File: src/rtl/crhs_pkg.sv
package crhs_pkg;

    typedef enum logic [1:0] {
        OP_ADDR  = 2'd0,
        OP_WRITE = 2'd1,
        OP_READ  = 2'd2,
        OP_NOP   = 2'd3
    } crhs_op_e;

    // strobe selector; value k+1 drives strobe line k
    typedef enum logic [2:0] {
        STB_NONE = 3'd0,
        STB_ADDR = 3'd1,
        STB_DATA = 3'd2,
        STB_WR   = 3'd3,
        STB_RD   = 3'd4
    } crhs_stb_e;

    typedef enum logic [1:0] {
        ST_IDLE,
        ST_SETUP,
        ST_RISE,
        ST_FALL
    } crhs_state_e;

    localparam int NUM_STB = 4;

endpackage

File: src/rtl/crhs_poll_timer.sv
module crhs_poll_timer #(
    parameter int WAIT_W    = 8,
    parameter int MAX_POLLS = 10
) (
    input  logic              clk,
    input  logic              rst,
    input  logic [WAIT_W-1:0] wait_cycles,
    input  logic              arm,
    input  logic              miss,
    output logic              tick,
    output logic              last_poll
);
    localparam int POLL_W = (MAX_POLLS > 1) ? $clog2(MAX_POLLS) : 1;

    typedef struct packed {
        logic [WAIT_W-1:0] cnt;
        logic [POLL_W-1:0] polls;
    } tmr_t;

    tmr_t d, q;

    always_comb begin
        d = q;
        if (arm) begin
            d.cnt   = '0;
            d.polls = '0;
        end else if (miss) begin
            d.cnt   = wait_cycles;
            d.polls = q.polls + POLL_W'(1);
        end else if (q.cnt != '0) begin
            d.cnt = q.cnt - WAIT_W'(1);
        end
    end

    always_ff @(posedge clk) begin
        if (rst) q <= '0;
        else     q <= d;
    end

    assign tick      = (q.cnt == '0);
    assign last_poll = (q.polls == POLL_W'(MAX_POLLS - 1));

    p_poll_bound_r4: assert property (@(posedge clk) disable iff (rst)
        q.polls <= POLL_W'(MAX_POLLS - 1));

    p_miss_on_tick_r4: assert property (@(posedge clk) disable iff (rst)
        miss |-> (q.cnt == '0));

endmodule

File: src/rtl/crhs_seq.sv
module crhs_seq
    import crhs_pkg::*;
#(
    parameter int              DATA_W       = 16,
    parameter logic [DATA_W-1:0] RST_REG_ADDR = 16'h7F3F,
    parameter int              RST_BIT      = 0
) (
    input  logic              clk,
    input  logic              rst,
    input  logic              cmd_valid,
    input  logic [1:0]        cmd_op,
    input  logic [DATA_W-1:0] cmd_word,
    input  logic              phy_ack,
    input  logic [DATA_W-1:0] phy_bus_in,
    input  logic              tick,
    input  logic              last_poll,
    output logic              arm,
    output logic              miss,
    output logic              busy,
    output logic              done,
    output logic              error,
    output logic [DATA_W-1:0] rd_data,
    output logic [DATA_W-1:0] bus_out,
    output logic              raise,
    output crhs_stb_e         cur,
    output logic              wr_hold
);
    typedef struct packed {
        crhs_state_e       state;
        crhs_op_e          op;
        crhs_stb_e         cur;
        logic              raise;
        logic              wr_hold;
        logic              busy;
        logic              done;
        logic              err;
        logic [DATA_W-1:0] data;
        logic [DATA_W-1:0] last_addr;
        logic [DATA_W-1:0] rd;
    } seq_t;

    seq_t d, q;
    logic reset_write;

    always_comb begin
        d       = q;
        arm     = 1'b0;
        miss    = 1'b0;
        d.done  = 1'b0;
        d.err   = 1'b0;
        reset_write = (q.last_addr == RST_REG_ADDR) && q.data[RST_BIT];

        case (q.state)
            ST_IDLE: begin
                if (cmd_valid && (crhs_op_e'(cmd_op) != OP_NOP)) begin
                    d.state   = ST_SETUP;
                    d.busy    = 1'b1;
                    d.op      = crhs_op_e'(cmd_op);
                    d.wr_hold = 1'b0;
                    if (crhs_op_e'(cmd_op) != OP_READ) d.data = cmd_word;
                end
            end
            ST_SETUP: begin
                d.state = ST_RISE;
                d.raise = 1'b1;
                arm     = 1'b1;
                case (q.op)
                    OP_ADDR:  d.cur = STB_ADDR;
                    OP_WRITE: d.cur = STB_DATA;
                    default:  d.cur = STB_RD;
                endcase
            end
            ST_RISE: begin
                if (tick) begin
                    if (phy_ack) begin
                        if (q.cur == STB_RD) d.rd = phy_bus_in;
                        d.raise = 1'b0;
                        d.state = ST_FALL;
                        arm     = 1'b1;
                    end else if (last_poll) begin
                        d.state = ST_IDLE;
                        d.busy  = 1'b0;
                        d.done  = 1'b1;
                        d.err   = 1'b1;
                        d.raise = 1'b0;
                        d.cur   = STB_NONE;
                    end else begin
                        miss = 1'b1;
                    end
                end
            end
            ST_FALL: begin
                if (tick) begin
                    if (!phy_ack) begin
                        if ((q.cur == STB_DATA) && !reset_write) begin
                            d.cur   = STB_WR;
                            d.raise = 1'b1;
                            d.state = ST_RISE;
                            arm     = 1'b1;
                        end else begin
                            if (q.cur == STB_ADDR) d.last_addr = q.data;
                            if (q.cur == STB_DATA) d.wr_hold   = 1'b1;
                            d.state = ST_IDLE;
                            d.busy  = 1'b0;
                            d.done  = 1'b1;
                            d.cur   = STB_NONE;
                        end
                    end else if (last_poll) begin
                        d.state = ST_IDLE;
                        d.busy  = 1'b0;
                        d.done  = 1'b1;
                        d.err   = 1'b1;
                        d.cur   = STB_NONE;
                    end else begin
                        miss = 1'b1;
                    end
                end
            end
            default: d.state = ST_IDLE;
        endcase
    end

    always_ff @(posedge clk) begin
        if (rst) begin
            q       <= '0;
            q.state <= ST_IDLE;
            q.op    <= OP_ADDR;
            q.cur   <= STB_NONE;
        end else begin
            q <= d;
        end
    end

    assign busy    = q.busy;
    assign done    = q.done;
    assign error   = q.err;
    assign rd_data = q.rd;
    assign bus_out = q.data;
    assign raise   = q.raise;
    assign cur     = q.cur;
    assign wr_hold = q.wr_hold;

    p_err_with_done_r10: assert property (@(posedge clk) disable iff (rst)
        q.err |-> q.done);

    p_done_pulse_r10: assert property (@(posedge clk) disable iff (rst)
        q.done |=> !q.done);

    p_rd_stable_r9: assert property (@(posedge clk) disable iff (rst)
        !$stable(q.rd) |-> q.busy);

    p_hold_idle_r7: assert property (@(posedge clk) disable iff (rst)
        q.wr_hold |-> !q.busy);

endmodule

File: src/rtl/crhs_strobe_dec.sv
module crhs_strobe_dec
    import crhs_pkg::*;
(
    input  logic               raise,
    input  crhs_stb_e          cur,
    input  logic               wr_hold,
    output logic [NUM_STB-1:0] lines
);
    for (genvar k = 0; k < NUM_STB; k++) begin : g_line
        if (k == int'(STB_WR) - 1) begin : g_wr
            assign lines[k] = (raise && (cur == crhs_stb_e'(k + 1))) || wr_hold;
        end else begin : g_plain
            assign lines[k] = raise && (cur == crhs_stb_e'(k + 1));
        end
    end
endmodule

File: src/rtl/phyreg_hs_master.sv
module phyreg_hs_master
    import crhs_pkg::*;
#(
    parameter int                DATA_W       = 16,
    parameter int                WAIT_W       = 8,
    parameter int                MAX_POLLS    = 10,
    parameter logic [DATA_W-1:0] RST_REG_ADDR = 16'h7F3F,
    parameter int                RST_BIT      = 0
) (
    input  logic              clk,
    input  logic              rst,
    input  logic              cmd_valid,
    input  logic [1:0]        cmd_op,
    input  logic [DATA_W-1:0] cmd_word,
    input  logic [WAIT_W-1:0] wait_cycles,
    output logic              busy,
    output logic              done,
    output logic              error,
    output logic [DATA_W-1:0] rd_data,
    output logic [DATA_W-1:0] phy_bus_out,
    output logic              phy_addr_stb,
    output logic              phy_data_stb,
    output logic              phy_wr_stb,
    output logic              phy_rd_stb,
    input  logic              phy_ack,
    input  logic [DATA_W-1:0] phy_bus_in
);
    logic               tick, last_poll, arm, miss, raise, wr_hold;
    crhs_stb_e          cur;
    logic [NUM_STB-1:0] lines;

    crhs_poll_timer #(
        .WAIT_W    (WAIT_W),
        .MAX_POLLS (MAX_POLLS)
    ) i_timer (
        .clk         (clk),
        .rst         (rst),
        .wait_cycles (wait_cycles),
        .arm         (arm),
        .miss        (miss),
        .tick        (tick),
        .last_poll   (last_poll)
    );

    crhs_seq #(
        .DATA_W       (DATA_W),
        .RST_REG_ADDR (RST_REG_ADDR),
        .RST_BIT      (RST_BIT)
    ) i_seq (
        .clk        (clk),
        .rst        (rst),
        .cmd_valid  (cmd_valid),
        .cmd_op     (cmd_op),
        .cmd_word   (cmd_word),
        .phy_ack    (phy_ack),
        .phy_bus_in (phy_bus_in),
        .tick       (tick),
        .last_poll  (last_poll),
        .arm        (arm),
        .miss       (miss),
        .busy       (busy),
        .done       (done),
        .error      (error),
        .rd_data    (rd_data),
        .bus_out    (phy_bus_out),
        .raise      (raise),
        .cur        (cur),
        .wr_hold    (wr_hold)
    );

    crhs_strobe_dec i_dec (
        .raise   (raise),
        .cur     (cur),
        .wr_hold (wr_hold),
        .lines   (lines)
    );

    assign phy_addr_stb = lines[0];
    assign phy_data_stb = lines[1];
    assign phy_wr_stb   = lines[2];
    assign phy_rd_stb   = lines[3];

    p_idle_quiet_r1: assert property (@(posedge clk) disable iff (rst)
        !busy |-> !(phy_addr_stb || phy_data_stb || phy_rd_stb));

    p_setup_data_r2: assert property (@(posedge clk) disable iff (rst)
        $rose(phy_addr_stb) |-> $stable(phy_bus_out));

    p_one_strobe_r3: assert property (@(posedge clk) disable iff (rst)
        $onehot0({phy_addr_stb, phy_data_stb, phy_wr_stb, phy_rd_stb}));

    p_addr_fall_r3: assert property (@(posedge clk) disable iff (rst)
        $fell(phy_addr_stb) |-> ($past(phy_ack) || (done && error)));

    p_data_fall_r3: assert property (@(posedge clk) disable iff (rst)
        $fell(phy_data_stb) |-> ($past(phy_ack) || (done && error)));

    p_read_fall_r3: assert property (@(posedge clk) disable iff (rst)
        $fell(phy_rd_stb) |-> ($past(phy_ack) || (done && error)));

endmodule

File: config.mk
export PLATFORM = sky130hd
export DESIGN_NAME = phyreg_hs_master
export DESIGN_NICKNAME = d
export VERILOG_FILES = /design/src/rtl/crhs_pkg.sv /design/src/rtl/crhs_poll_timer.sv /design/src/rtl/crhs_seq.sv /design/src/rtl/crhs_strobe_dec.sv /design/src/rtl/phyreg_hs_master.sv
export SDC_FILE = /design/constraint.sdc
export NUM_CORES = 1
export LEC_CHECK = 0
export ABC_CLOCK_PERIOD_IN_PS = 2029
export BUFFER_PORTS_ARGS = -buffer_cell sky130_fd_sc_hd__buf_2
export CAP_MARGIN = 20
export CELL_PAD_IN_SITES_DETAIL_PLACEMENT = 0
export CELL_PAD_IN_SITES_GLOBAL_PLACEMENT = 1
export CORE_UTILIZATION = 35
export CTS_BUF_LIST = sky130_fd_sc_hd__clkbuf_16
export CTS_CLUSTER_SIZE = 25
export DETAILED_ROUTE_END_ITERATION = 16
export PLACE_DENSITY = 0.74
export SLEW_MARGIN = 20
export SYNTH_ARGS = -nofsm -noshare
export SYNTH_HDL_FRONTEND = slang
export SYNTH_SLANG_ARGS = --single-unit
File: constraint.sdc
create_clock -name clk -period 2.03 [get_ports clk]
set_input_delay 0 -clock clk [delete_from_list [all_inputs] [get_ports clk]]
set_output_delay 0 -clock clk [all_outputs]
set_load 0.03 [all_outputs]
==> impl_metrics.csv <==
group,metric,value,unit
sta,finClkSkew,8.55,ps
routing,wl_met3,327,µm
routing,dr_total_vias,3017,
routing,routed_via_density,4.75,
sta,setup_viol_count_final,0,
hold_path,min-delay-start,"rst",
global_routing,grt-ovfl-total,0,
worst_setup_path,reg2regPathDepth,8,
global_routing,grt_pass1_wl,13800,µm
clocking,cts_tree,"built",
layout,antennaDiodeCount,0,
sta,finalSetupTns,0,ps
routing,first_pass_iters,4,
layout,regArea,1440,µm²
synthesis,synth-edff-count,0,
worst_setup_path,crit_slowest_cell,"or4_1",
clocking,htreeDepth,3,
floorplan,dieArea,10100,µm²
placed_design,place.gp.congestion,0.870,
placed_design,dpl.cell_count,577,
worst_setup_path,critical-path-max-stage-delay,400,ps
synthesis,netlist-cell-type-count,52,
worst_setup_path,cp-startpoint,"i_timer.q[4]",
routing,drc,0,
synthesis,async_flop_share,0,
power_and_ir_drop,powerDensity,1010,nW/µm²
sta,final-hold-violation-count,0,
routing,met1Wirelength,3870,µm
clocking,clockBufferDepth,2,
worst_setup_path,crit-reg2reg-launch,"i_timer.q[4]",
floorplan,dieWidth,101,µm
sta,tightest_slew,655,ps
worst_setup_path,worstSetupStartpointType,"register",
clocking,clk_pin_slew_worst_paths,60,ps
synthesis,syn_inst,396,
synthesis,synth-seq-area-share,0.424,
placed_design,hpwl,5730,µm
worst_setup_path,worstPathMaxFanout,16,
worst_setup_path,worstPathArrival,2110,ps
layout,fin_cells,635,
worst_setup_path,r2r_setup_slack,120,ps
global_routing,grtUsageTotal,0.174,
floorplan,placeableCoreArea,9330,µm²
clocking,cts_buffers,9,
hold_path,hold_depth,4,
synthesis,synth_top_cell_by_area,"dfxtp_1",
sta,rsz0062_at_grt,"true",
sta,max_slew_margin,0.564,
worst_setup_path,cp_data_required_time,2230,ps
job,max-cap-violations,0,
floorplan,rows,35,
layout,fin_util,0.484,
layout,drive_gt1_frac,0.265,
synthesis,yosys_register_bits,72,
synthesis,syn-num-nets,446,
power_and_ir_drop,max-vdd-ir-drop,455,µV
sta,fmax,523,MHz
synthesis,ys.flop_type,"dfxtp_1",
clocking,cts-root-buf,"clkbuf_16",
floorplan,initial_core_util,0.364,
layout,area_growth,32.9,%
routing,highest_layer,"met4",
sta,finalCritPeriodShare,0.943,
hold_path,min_to,"i_timer.q[0]",
clocking,clk_latency,330,ps
routing,drt_iter0_drc,90,
power_and_ir_drop,finalPower,4.54,mW
routing,wl,8360,µm
clocking,clock-sinks,72,
synthesis,yosys.area.top_type_share,0.424,
global_routing,antenna_found_initial,0,
worst_setup_path,rr_endpoint,"i_seq.rd_data[5]",
synthesis,ys_warn_count,0,
worst_setup_path,endpoint_kind,"register",
global_routing,grt_max_degree,63,
layout,layout.nets,551,
sta,whs,45.3,ps
worst_setup_path,path_class,"register to register",
synthesis,synth_area_leaders,"dfxtp_1 (42%), mux2i_1 (9.4%), buf_4 (7.1%), nor2_1 (6.4%), nand2_1 (5.3%)",
floorplan,pin_count,85,
routing,drtAntennaViolNets,0,
routing,dr_wl_met2,4030,µm
floorplan,die_h,101,µm
power_and_ir_drop,p_leak,2.00,nW
synthesis,syn-cell-area,3400,µm²
routing,wl_per_cell,13.2,µm
hold_path,min_path_type,"input port to register",
layout,fillCellCount,920,
synthesis,syn_area_per_cell,8.58,µm²
sta,min_period,1910,ps
sta,drv_slew,0,
placed_design,portBuffers,84,
status,status,"finished, final reports clean",
worst_setup_path,worstPathCellList,"inv_1, ha_1, nor3b_2, nand2_2, or4_1, buf_4, mux2i_1, nor2_1",
global_routing,grt_pass1_vias,2978,
layout,multi_input_comb_area,1590,µm²
[worst max path at each step]
| stage | endpoint | slack, ps |
|---|---|---|
| after floorplan | i_seq.rd_data[10] | 30 |
| after global placement | i_seq.rd_data[14] | 80 |
| after detailed placement | i_seq.rd_data[5] | 20 |
| after CTS | i_seq.q[17] | 70 |
| after global routing | i_seq.rd_data[10] | -30 |
| final | i_seq.rd_data[5] | 120 |
[critical path: cells and delay by family (launching register included)]
family / cells / cell delay (ps)
flip-flops: 1 / 310
AND/OR/NAND/NOR: 4 / 790
multiplexers: 1 / 170
buffers and inverters: 2 / 310
adder cells (fa/ha/maj): 1 / 170
[synthesized netlist by cell type, types with 4 or more instances]
| cell | n |
|---|---|
| dfxtp_1 | 72 |
| nor2_1 | 58 |
| nand2_1 | 48 |
| buf_4 | 32 |
| mux2i_1 | 32 |
| a21oi_1 | 28 |
| clkbuf_1 | 13 |
| nand3_1 | 10 |
| nor3_1 | 10 |
| inv_1 | 8 |
| a31oi_1 | 7 |
| o21ai_0 | 7 |
| or3_1 | 6 |
| a221oi_1 | 5 |
| nand4_1 | 5 |
| buf_6 | 4 |
| ha_1 | 4 |
| or4_1 | 4 |
[metal layers]
layer,up-vias,GRT usage
met5,-,0
met4,0,0.0702
met3,12,0.0340
met2,71,0.295
met1,1376,0.218
li1,1558,-
[placed cells by master, fill, tap and decap left out, types with 2 or more instances in the layout]
cell type      netlist  layout
nor3_1              10      10
a221oi_1             5       5
nand3_1             10      10
o21ai_0              7       7
nor4_4               2       2
dlygate4sd3_1        0      40
buf_2                2      84
nand4b_1             2       2
nand2_1             48      48
ha_1                 4       4
or3_1                6       6
nand2b_1             2       2
or4_1                4       4
o21ai_1              2       2
buf_4               32      20
nor2_1              58      57
a21oi_1             28      28
nor4_1               2       2
a21o_1               2       2
inv_1                8       9
a31oi_1              7       7
mux2i_1             32      32
nand4_1              5       5
clkbuf_16            0       9
or3b_2               2       2
dfxtp_1             72      72
clkinvlp_4           0       2
[logic make-up (layout without fill, tap and decap cells)]
logic type | count (synthesis) | after routing | share of synthesized area
and+or+nand+nor | 163 | 163 | 0.234
DFF | 72 | 72 | 0.424
AOI/OAI and AO/OA | 62 | 62 | 0.113
buffers and inverters | 60 | 170 | 0.111
muxes | 33 | 33 | 0.0976
adders and majority gates | 4 | 4 | 0.0147
xor gates and xnor gates | 2 | 2 | 0.00516
[through the flow]
| stage | area [µm²] | setup slack, ps |
|---|---|---|
| after floorplan | 3400 | 27.9 |
| after global placement | 3790 | 79.3 |
| after detailed placement | 3790 | 24.3 |
| after CTS | 4490 | 71.1 |
| after global routing | 4520 | -28.3 |
| final | 4520 | 116 |
[report_power, final]
| group | leakage [nW] | switching, mW | total [mW] | internal [mW] |
|---|---|---|---|---|
| Sequential | 0.584 | 0.121 | 1.66 | 1.54 |
| Combinational | 1.27 | 0.745 | 1.33 | 0.581 |
| Clock | 0.143 | 0.609 | 1.56 | 0.950 |
| Total | 2.00 | 1.48 | 4.54 | 3.07 |
[final cells by class]
class / instances / area share
clock buffer: 9 / 0.0499
clock inverter: 7 / 0.0158
inverter: 9 / 0.00748
multi-input combinational: 264 / 0.352
sequential: 72 / 0.319
tap: 129 / 0.0357
timing repair buffer: 145 / 0.219
[state kept, by name, summed over array words and instances, names as in the netlist]
register / cells
i_seq.q: 20
i_seq.bus_out: 16
i_seq.rd_data: 16
i_timer.q: 12
i_seq.cur: 3
i_seq.busy: 1
i_seq.done: 1
i_seq.error: 1
i_seq.raise: 1
i_seq.wr_hold: 1
[timing repair]
item | CTS | global route
hold endpoints to repair | 41 | 0
buffers inserted | 0 | 2
resized for setup | 1 | 3
pin swaps | 0 | 1
endpoints found under the setup margin | 6 | 27
hold buffers | 40 | 0
Note: power is estimated with default switching activity, not from simulation.
